**config.mk**
```make
export PLATFORM = sky130hd
export DESIGN_NAME = write_done_status
export DESIGN_NICKNAME = d
export VERILOG_FILES = /design/src/rtl/wds_pkg.sv /design/src/rtl/wds_last_byte.sv /design/src/rtl/wds_toggle.sv /design/src/rtl/wds_status_mux.sv /design/src/rtl/write_done_status.sv
export SDC_FILE = /design/constraint.sdc
export NUM_CORES = 1
export LEC_CHECK = 0
export ABC_AREA = 1
export BUFFER_PORTS_ARGS = -buffer_cell sky130_fd_sc_hd__buf_2
export CORE_AREA = 2 2 39 41
export CTS_BUF_LIST = sky130_fd_sc_hd__clkbuf_4 sky130_fd_sc_hd__clkbuf_8
export DETAILED_ROUTE_END_ITERATION = 12
export DIE_AREA = 0 0 41 43
export PLACE_DENSITY = 0.62
export SLEW_MARGIN = 15
export SYNTH_ARGS = -nofsm -noshare
export SYNTH_HDL_FRONTEND = slang
export SYNTH_SLANG_ARGS = --single-unit
export TNS_END_PERCENT = 100
```
**constraint.sdc**
```tcl
create_clock -name clk -period 0.8 [get_ports clk]
set_input_delay 0.04 -clock clk [delete_from_list [all_inputs] [get_ports clk]]
set_output_delay 0.04 -clock clk [all_outputs]
set_load 0.01 [all_outputs]
```
**src/rtl/wds_pkg.sv**
```systemverilog
// Shared types for the write completion status readback block.
package wds_pkg;
    // Source selected for the read data path.
    typedef enum logic {
        SRC_ARRAY  = 1'b0,
        SRC_STATUS = 1'b1
    } rd_src_e;
endpackage

```
**src/rtl/wds_last_byte.sv**
```systemverilog
// Holds the byte of the most recent accepted write.
// Assumes wr_stb is already qualified by the write controller.
module wds_last_byte #(
    parameter int unsigned W = 8
) (
    input  logic         clk,
    input  logic         rst_n,
    input  logic         wr_stb,
    input  logic [W-1:0] wr_data,
    output logic [W-1:0] last_q
);
    // Capture the written byte on each accepted strobe.
    always_ff @(posedge clk) begin
        if (!rst_n)      last_q <= '0;
        else if (wr_stb) last_q <= wr_data;
    end


    last_capture_chk: assert property (@(posedge clk) disable iff (!rst_n)
        wr_stb |=> last_q == $past(wr_data));

    last_hold_chk: assert property (@(posedge clk) disable iff (!rst_n)
        !wr_stb |=> $stable(last_q));
endmodule

```
**src/rtl/wds_toggle.sv**
```systemverilog
// Toggle flip-flop for status polling: it flips once for each rising edge
// of the read strobe seen while busy, and holds while idle.
// Assumes rd_stb is synchronous to clk.
module wds_toggle (
    input  logic clk,
    input  logic rst_n,
    input  logic busy,
    input  logic rd_stb,
    output logic tog_q
);
    logic rd_q;
    logic rd_rise;

    // Keep last sampled strobe level for edge detection.
    always_ff @(posedge clk) begin
        if (!rst_n) rd_q <= 1'b0;
        else        rd_q <= rd_stb;
    end

    // Rising edge of the read strobe.
    always_comb rd_rise = rd_stb & ~rd_q;

    // Flip on a read edge during busy only.
    always_ff @(posedge clk) begin
        if (!rst_n)               tog_q <= 1'b0;
        else if (busy && rd_rise) tog_q <= ~tog_q;
    end


    tog_flip_chk: assert property (@(posedge clk) disable iff (!rst_n)
        (busy && rd_stb && !rd_q) |=> tog_q != $past(tog_q));

    tog_held_chk: assert property (@(posedge clk) disable iff (!rst_n)
        (rd_stb && rd_q) |=> $stable(tog_q));

    tog_idle_chk: assert property (@(posedge clk) disable iff (!rst_n)
        !busy |=> $stable(tog_q));
endmodule

```
**src/rtl/wds_status_mux.sv**
```systemverilog
// Builds the status pattern and picks it or the array data.
// Assumes POLL_BIT and TOG_BIT are distinct and below W.
module wds_status_mux
    import wds_pkg::*;
#(
    parameter int unsigned W        = 8,
    parameter int unsigned POLL_BIT = W - 1,
    parameter int unsigned TOG_BIT  = W - 2
) (
    input  logic         busy,
    input  logic [W-1:0] last_q,
    input  logic         tog_q,
    input  logic [W-1:0] arr_data,
    output logic [W-1:0] rd_data
);
    logic [W-1:0] status;
    rd_src_e      src;

    // Per-bit status source: inverted poll bit, toggle bit, or last byte.
    for (genvar i = 0; i < W; i++) begin : g_stat
        if (i == POLL_BIT) begin : g_poll
            assign status[i] = ~last_q[i];
        end else if (i == TOG_BIT) begin : g_tog
            assign status[i] = tog_q;
        end else begin : g_copy
            assign status[i] = last_q[i];
        end
    end

    // Choose the source from the busy flag.
    always_comb src = busy ? SRC_STATUS : SRC_ARRAY;

    // Drive the read data.
    always_comb rd_data = (src == SRC_STATUS) ? status : arr_data;
endmodule

```
**src/rtl/write_done_status.sv**
```systemverilog
// Write completion status readback: while busy, reads return the poll
// and toggle status pattern. Otherwise, reads return array data.
// Assumes busy comes from the program sequencer (including
// protected-write timing) and that all inputs are synchronous to clk.
module write_done_status #(
    parameter int unsigned DATA_W   = 8,
    parameter int unsigned POLL_BIT = DATA_W - 1,
    parameter int unsigned TOG_BIT  = DATA_W - 2
) (
    input  logic              clk,
    input  logic              rst_n,
    input  logic              busy,
    input  logic              wr_stb,
    input  logic [DATA_W-1:0] wr_data,
    input  logic              rd_stb,
    input  logic [DATA_W-1:0] arr_data,
    output logic [DATA_W-1:0] rd_data
);
    logic [DATA_W-1:0] last_q;
    logic              tog_q;

    wds_last_byte #(.W(DATA_W)) u_last (
        .clk(clk), .rst_n(rst_n), .wr_stb(wr_stb),
        .wr_data(wr_data), .last_q(last_q)
    );

    wds_toggle u_tog (
        .clk(clk), .rst_n(rst_n), .busy(busy),
        .rd_stb(rd_stb), .tog_q(tog_q)
    );

    wds_status_mux #(.W(DATA_W), .POLL_BIT(POLL_BIT), .TOG_BIT(TOG_BIT)) u_mux (
        .busy(busy), .last_q(last_q), .tog_q(tog_q),
        .arr_data(arr_data), .rd_data(rd_data)
    );


    poll_inv_chk: assert property (@(posedge clk) disable iff (!rst_n)
        busy |-> rd_data[POLL_BIT] != last_q[POLL_BIT]);

    idle_pass_chk: assert property (@(posedge clk) disable iff (!rst_n)
        !busy |-> rd_data == arr_data);

    tog_out_chk: assert property (@(posedge clk) disable iff (!rst_n)
        busy |-> rd_data[TOG_BIT] == tog_q);
endmodule

```
# After elaboration in Yosys (flattened, before gate mapping)
# Index checks and enable logic that the tools add are counted.
word_totals:
  out_inout_bits: 8
  word_cells: 10
  register_bits: 10
  in_bits: 21
classes:
  mux: 2
  n_bitwise: 4
  n_reduce_logical: 1
op_table:
  columns: ["op", "n"]
  rows:
  - ["8-bit two-way mux", 1]
  - ["1-bit inverter", 3]
  - ["1-bit bitwise AND", 1]
  - ["1-bit logical AND", 1]
  - ["1-bit two-way mux", 1]

# Depth between registers and ports, before layout
logic_depth:
  ltp_word: 3
  depth_mapped: 5

# Modules after synthesis
# Synthesis repeated with hierarchy kept, for this count alone.
unflattened:
  cells_unflattened: 89
  hier_area_um2: 541.8
by_module_without_submodules:
  columns: ["mod", "instances", "area_each_um2", "seq_area_each_um2", "cells_each"]
  rows:
  - ["wds_last_byte", 1, 356.6, 160.2, 51]
  - ["wds_status_mux", 1, 108.9, 0.0, 27]
  - ["wds_toggle", 1, 76.3, 40.0, 11]

# Worst setup path before layout
# OpenSTA, ideal clock, no wires.
synth_timing:
  path_type: "reg-to-output"
  startpoint: "register u_last.last_q[7]"
  endpoint: "output rd_data[7]"
  required_time_ps: 760
  n_path_buf: 0
  setup_slack_ps: 188
  path_stages_with_launch: 2
  t_arrival_ps: 572
  path_cell_list: "dfxtp_1 -> o21ai_0"
synth_between:
  elab_chain_len: 2
synth_rtl:
  columns: ["element", "line", "text"]
  rows:
  - ["from (decl)", "wds_last_byte.sv:10", "output logic [W-1:0] last_q"]
  - ["from (signal assigned)", "wds_last_byte.sv:15", "else if (wr_stb) last_q <= wr_data;"]
  - ["1-bit inverter", "wds_status_mux.sv:22", "assign status[i] = ~last_q[i];"]
  - ["8-bit two-way mux", "wds_status_mux.sv:34", "always_comb rd_data = (src == SRC_STATUS) ? status : arr_data;"]
  - ["to (decl)", "write_done_status.sv:17", "output logic [DATA_W-1:0] rd_data"]
# Every way passes these cells.

# Worst setup path in the final report
# Ends and elaborated chain as after synthesis.

==> out/qor.yml <==
antenna_found_initial: 0
syn_to_final_growth_pct: 54.82
fin_crit_sh_pct: 106.1
globalRouteOverflowTotal: 0
relSlewSlack_pct: 84.43
outcome: "finished, violations left"
crit_family: "flip-flops"
clk_latency_ns: 0.25
hp-class: "input pin to flip-flop"
row_count: 14
fin_skew_ns: 0.0003808
grt_setup_unrepaired: "true"
core_um2: 1384
setup_violations: 8
mostFrequentLayoutCells: "buf_2, nand2_1, nor2_1"
hold_violations: 0
crit_chain: "o21ai_1, buf_2"
vias: 494
min_period_ns: 0.8491
grt_max_degree: 11
slew_viol_final: 0
port_buffers: 27
die_w_um: 41
crit_path_top_delay_cell: "dfxtp_1"
avgSynthCellArea_um2: 6.391
fillers: 144
synth_cell_types: 10
antennaDiodeCount: 0
syn_nets: 86
path_clk_slew_ns: 0.06
ios: 29
grt_use_met1_pct: 15.69
violations: "setup timing"
power.total_mw: 1.096
postRouteAntennaNets: 0
gp_congestion: 0.7561
path_buf_inv: 1
place_area_um2: 559.3
grt_util_all_layers_pct: 14.63
arrival_ns: 0.81
drcViolationCount: 0
htreeDepth: 1
ys_ff_latch: 9
grt-busiest-layer: "met2"
fp.dieH_um: 43
die-area_um2: 1763
cp_max_fo: 2
crit_path_start_kind: "flip-flop"
drtPass1Iterations: 2
via_per_inst: 4.333
cp_slowest_stage_delay_ns: 0.31
critPathCaptureType: "primary output"
root_buffer: "clkbuf_4"
max_freq_mhz: 1178
fin_area_um2: 643.1
tightestPinTransition_ns: 0.2333
grt_pass1_wl_mm: 1.759
syn_inst: 65
ys_seq_area_share_pct: 43.37
drive_above_1_share_pct: 43.88
leakage_nw: 0.3605
p_per_area_nw_per_um2: 1704
syn_area_um2: 415.4
setup_slack_ns: -0.04909
grt_use_met2_pct: 23.75
cts.sinks: 9
hpwl_um: 739.9
routed_wl_mm: 1.058
final_common_cell: "buf_2"
met3_usage_pct: 1.571
cap_violations: 0
wire_per_inst_um: 9.281
initial_core_util_pct: 30.02
ir_drop_mv: 0.8312
drt_iter0_markers: 8
yosysWarnings: 0
critical_path_class: "flip-flop to primary output"
required_ns: 0.76
numCtsBuffers: 3
final_nets: 120
cts_tree: "built"
grt_pass1_vias: 450
cts_buffer_depth: 2
==> synth_stat cells <==
library cell / number / share of area, %
buf_6: 1 / 2.7
dfxtp_1: 9 / 43
nor2_1: 16 / 14
nor2_2: 1 / 1.5
nand2_1: 24 / 22
o21ai_0: 8 / 9.6
nand2_2: 1 / 1.5
inv_2: 1 / 0.90
inv_1: 3 / 2.7
nand4_1: 1 / 1.5
==> stage by stage <==
step | setup slack (ns) | utilization, % | std cells | TNS [ns] | hold WS (ns)
floorplan | 0.1881 | - | 65 | 0 | 0.1335
global placement | 0.1165 | 40.42 | 107 | 0 | 0.2620
detailed placement | 0.09214 | 40.42 | 107 | 0 | 0.2635
CTS | -0.06157 | 45.21 | 114 | -0.3307 | 0.004233
global route | -0.09677 | 46.47 | 114 | -0.6600 | 0.01503
finish | -0.04909 | 46.47 | 114 | -0.2653 | 0.008305
==> final cells by class <==
cell class | count | area [um^2] | share of cell area, %
Tap cell | 16 | 20.02 | 3.113
Inverter | 4 | 15.01 | 2.335
Sequential cell | 9 | 188.9 | 29.38
Multi-Input combinational cell | 51 | 211.5 | 32.88
Timing Repair Buffer | 30 | 177.7 | 27.63
Clock buffer | 4 | 30.03 | 4.669
==> power by group <==
| group | total [mW] | internal, mW | switching [mW] |
|---|---|---|---|
| clock network | 0.378 | 0.226 | 0.152 |
| logic | 0.220 | 0.109 | 0.110 |
| registers | 0.498 | 0.484 | 0.0144 |
| total | 1.10 | 0.819 | 0.277 |
==> per-layer routing <==
layer / vias to the layer above / part of all wire [%]
li1: 268 / -
met4: 0 / 1.8
met2: 15 / 48
met1: 209 / 45
met5: - / 0
met3: 2 / 4.9
==> timing repair <==
| action | in CTS | in global routing |
|---|---|---|
| buffers inserted | 1 | 1 |
| hold endpoints to repair | 2 | 0 |
| pin swaps | 8 | 0 |
| gates resized for setup | 8 | 3 |
| endpoints found under the setup margin | 8 | 9 |
| hold buffers | 2 | 0 |
==> cell families after synthesis <==
family,synth area share (%)
flops,43.37
simple gates,40.67
compound gates,9.639
buf+inv,6.324
==> path summary, 6_finish.rpt <==
kind	from	to	slack [ns]	cells past startpoint
max reg2reg	u_last.last_q[4]	u_last.last_q[4]	0.05	3
min	wr_data[5]	u_last.last_q[5]	0.008	3
max	u_last.last_q[7]	rd_data[7]	-0.05	2
min reg2reg	u_last.last_q[3]	u_last.last_q[3]	0.49	2
==> sequential cells by signal (all words and copies together) (netlist names) <==
register / flops
u_last.last_q: 7
u_tog.tog_q: 1
u_tog.rd_q: 1
==> worst register-to-register path, stage by stage, from the launching register on <==
cell	delay (ns)
dfxtp_2	0.32
buf_4	0.12
o21ai_0	0.15
nor2_1	0.05
Note: power is estimated with default switching activity, not from simulation.
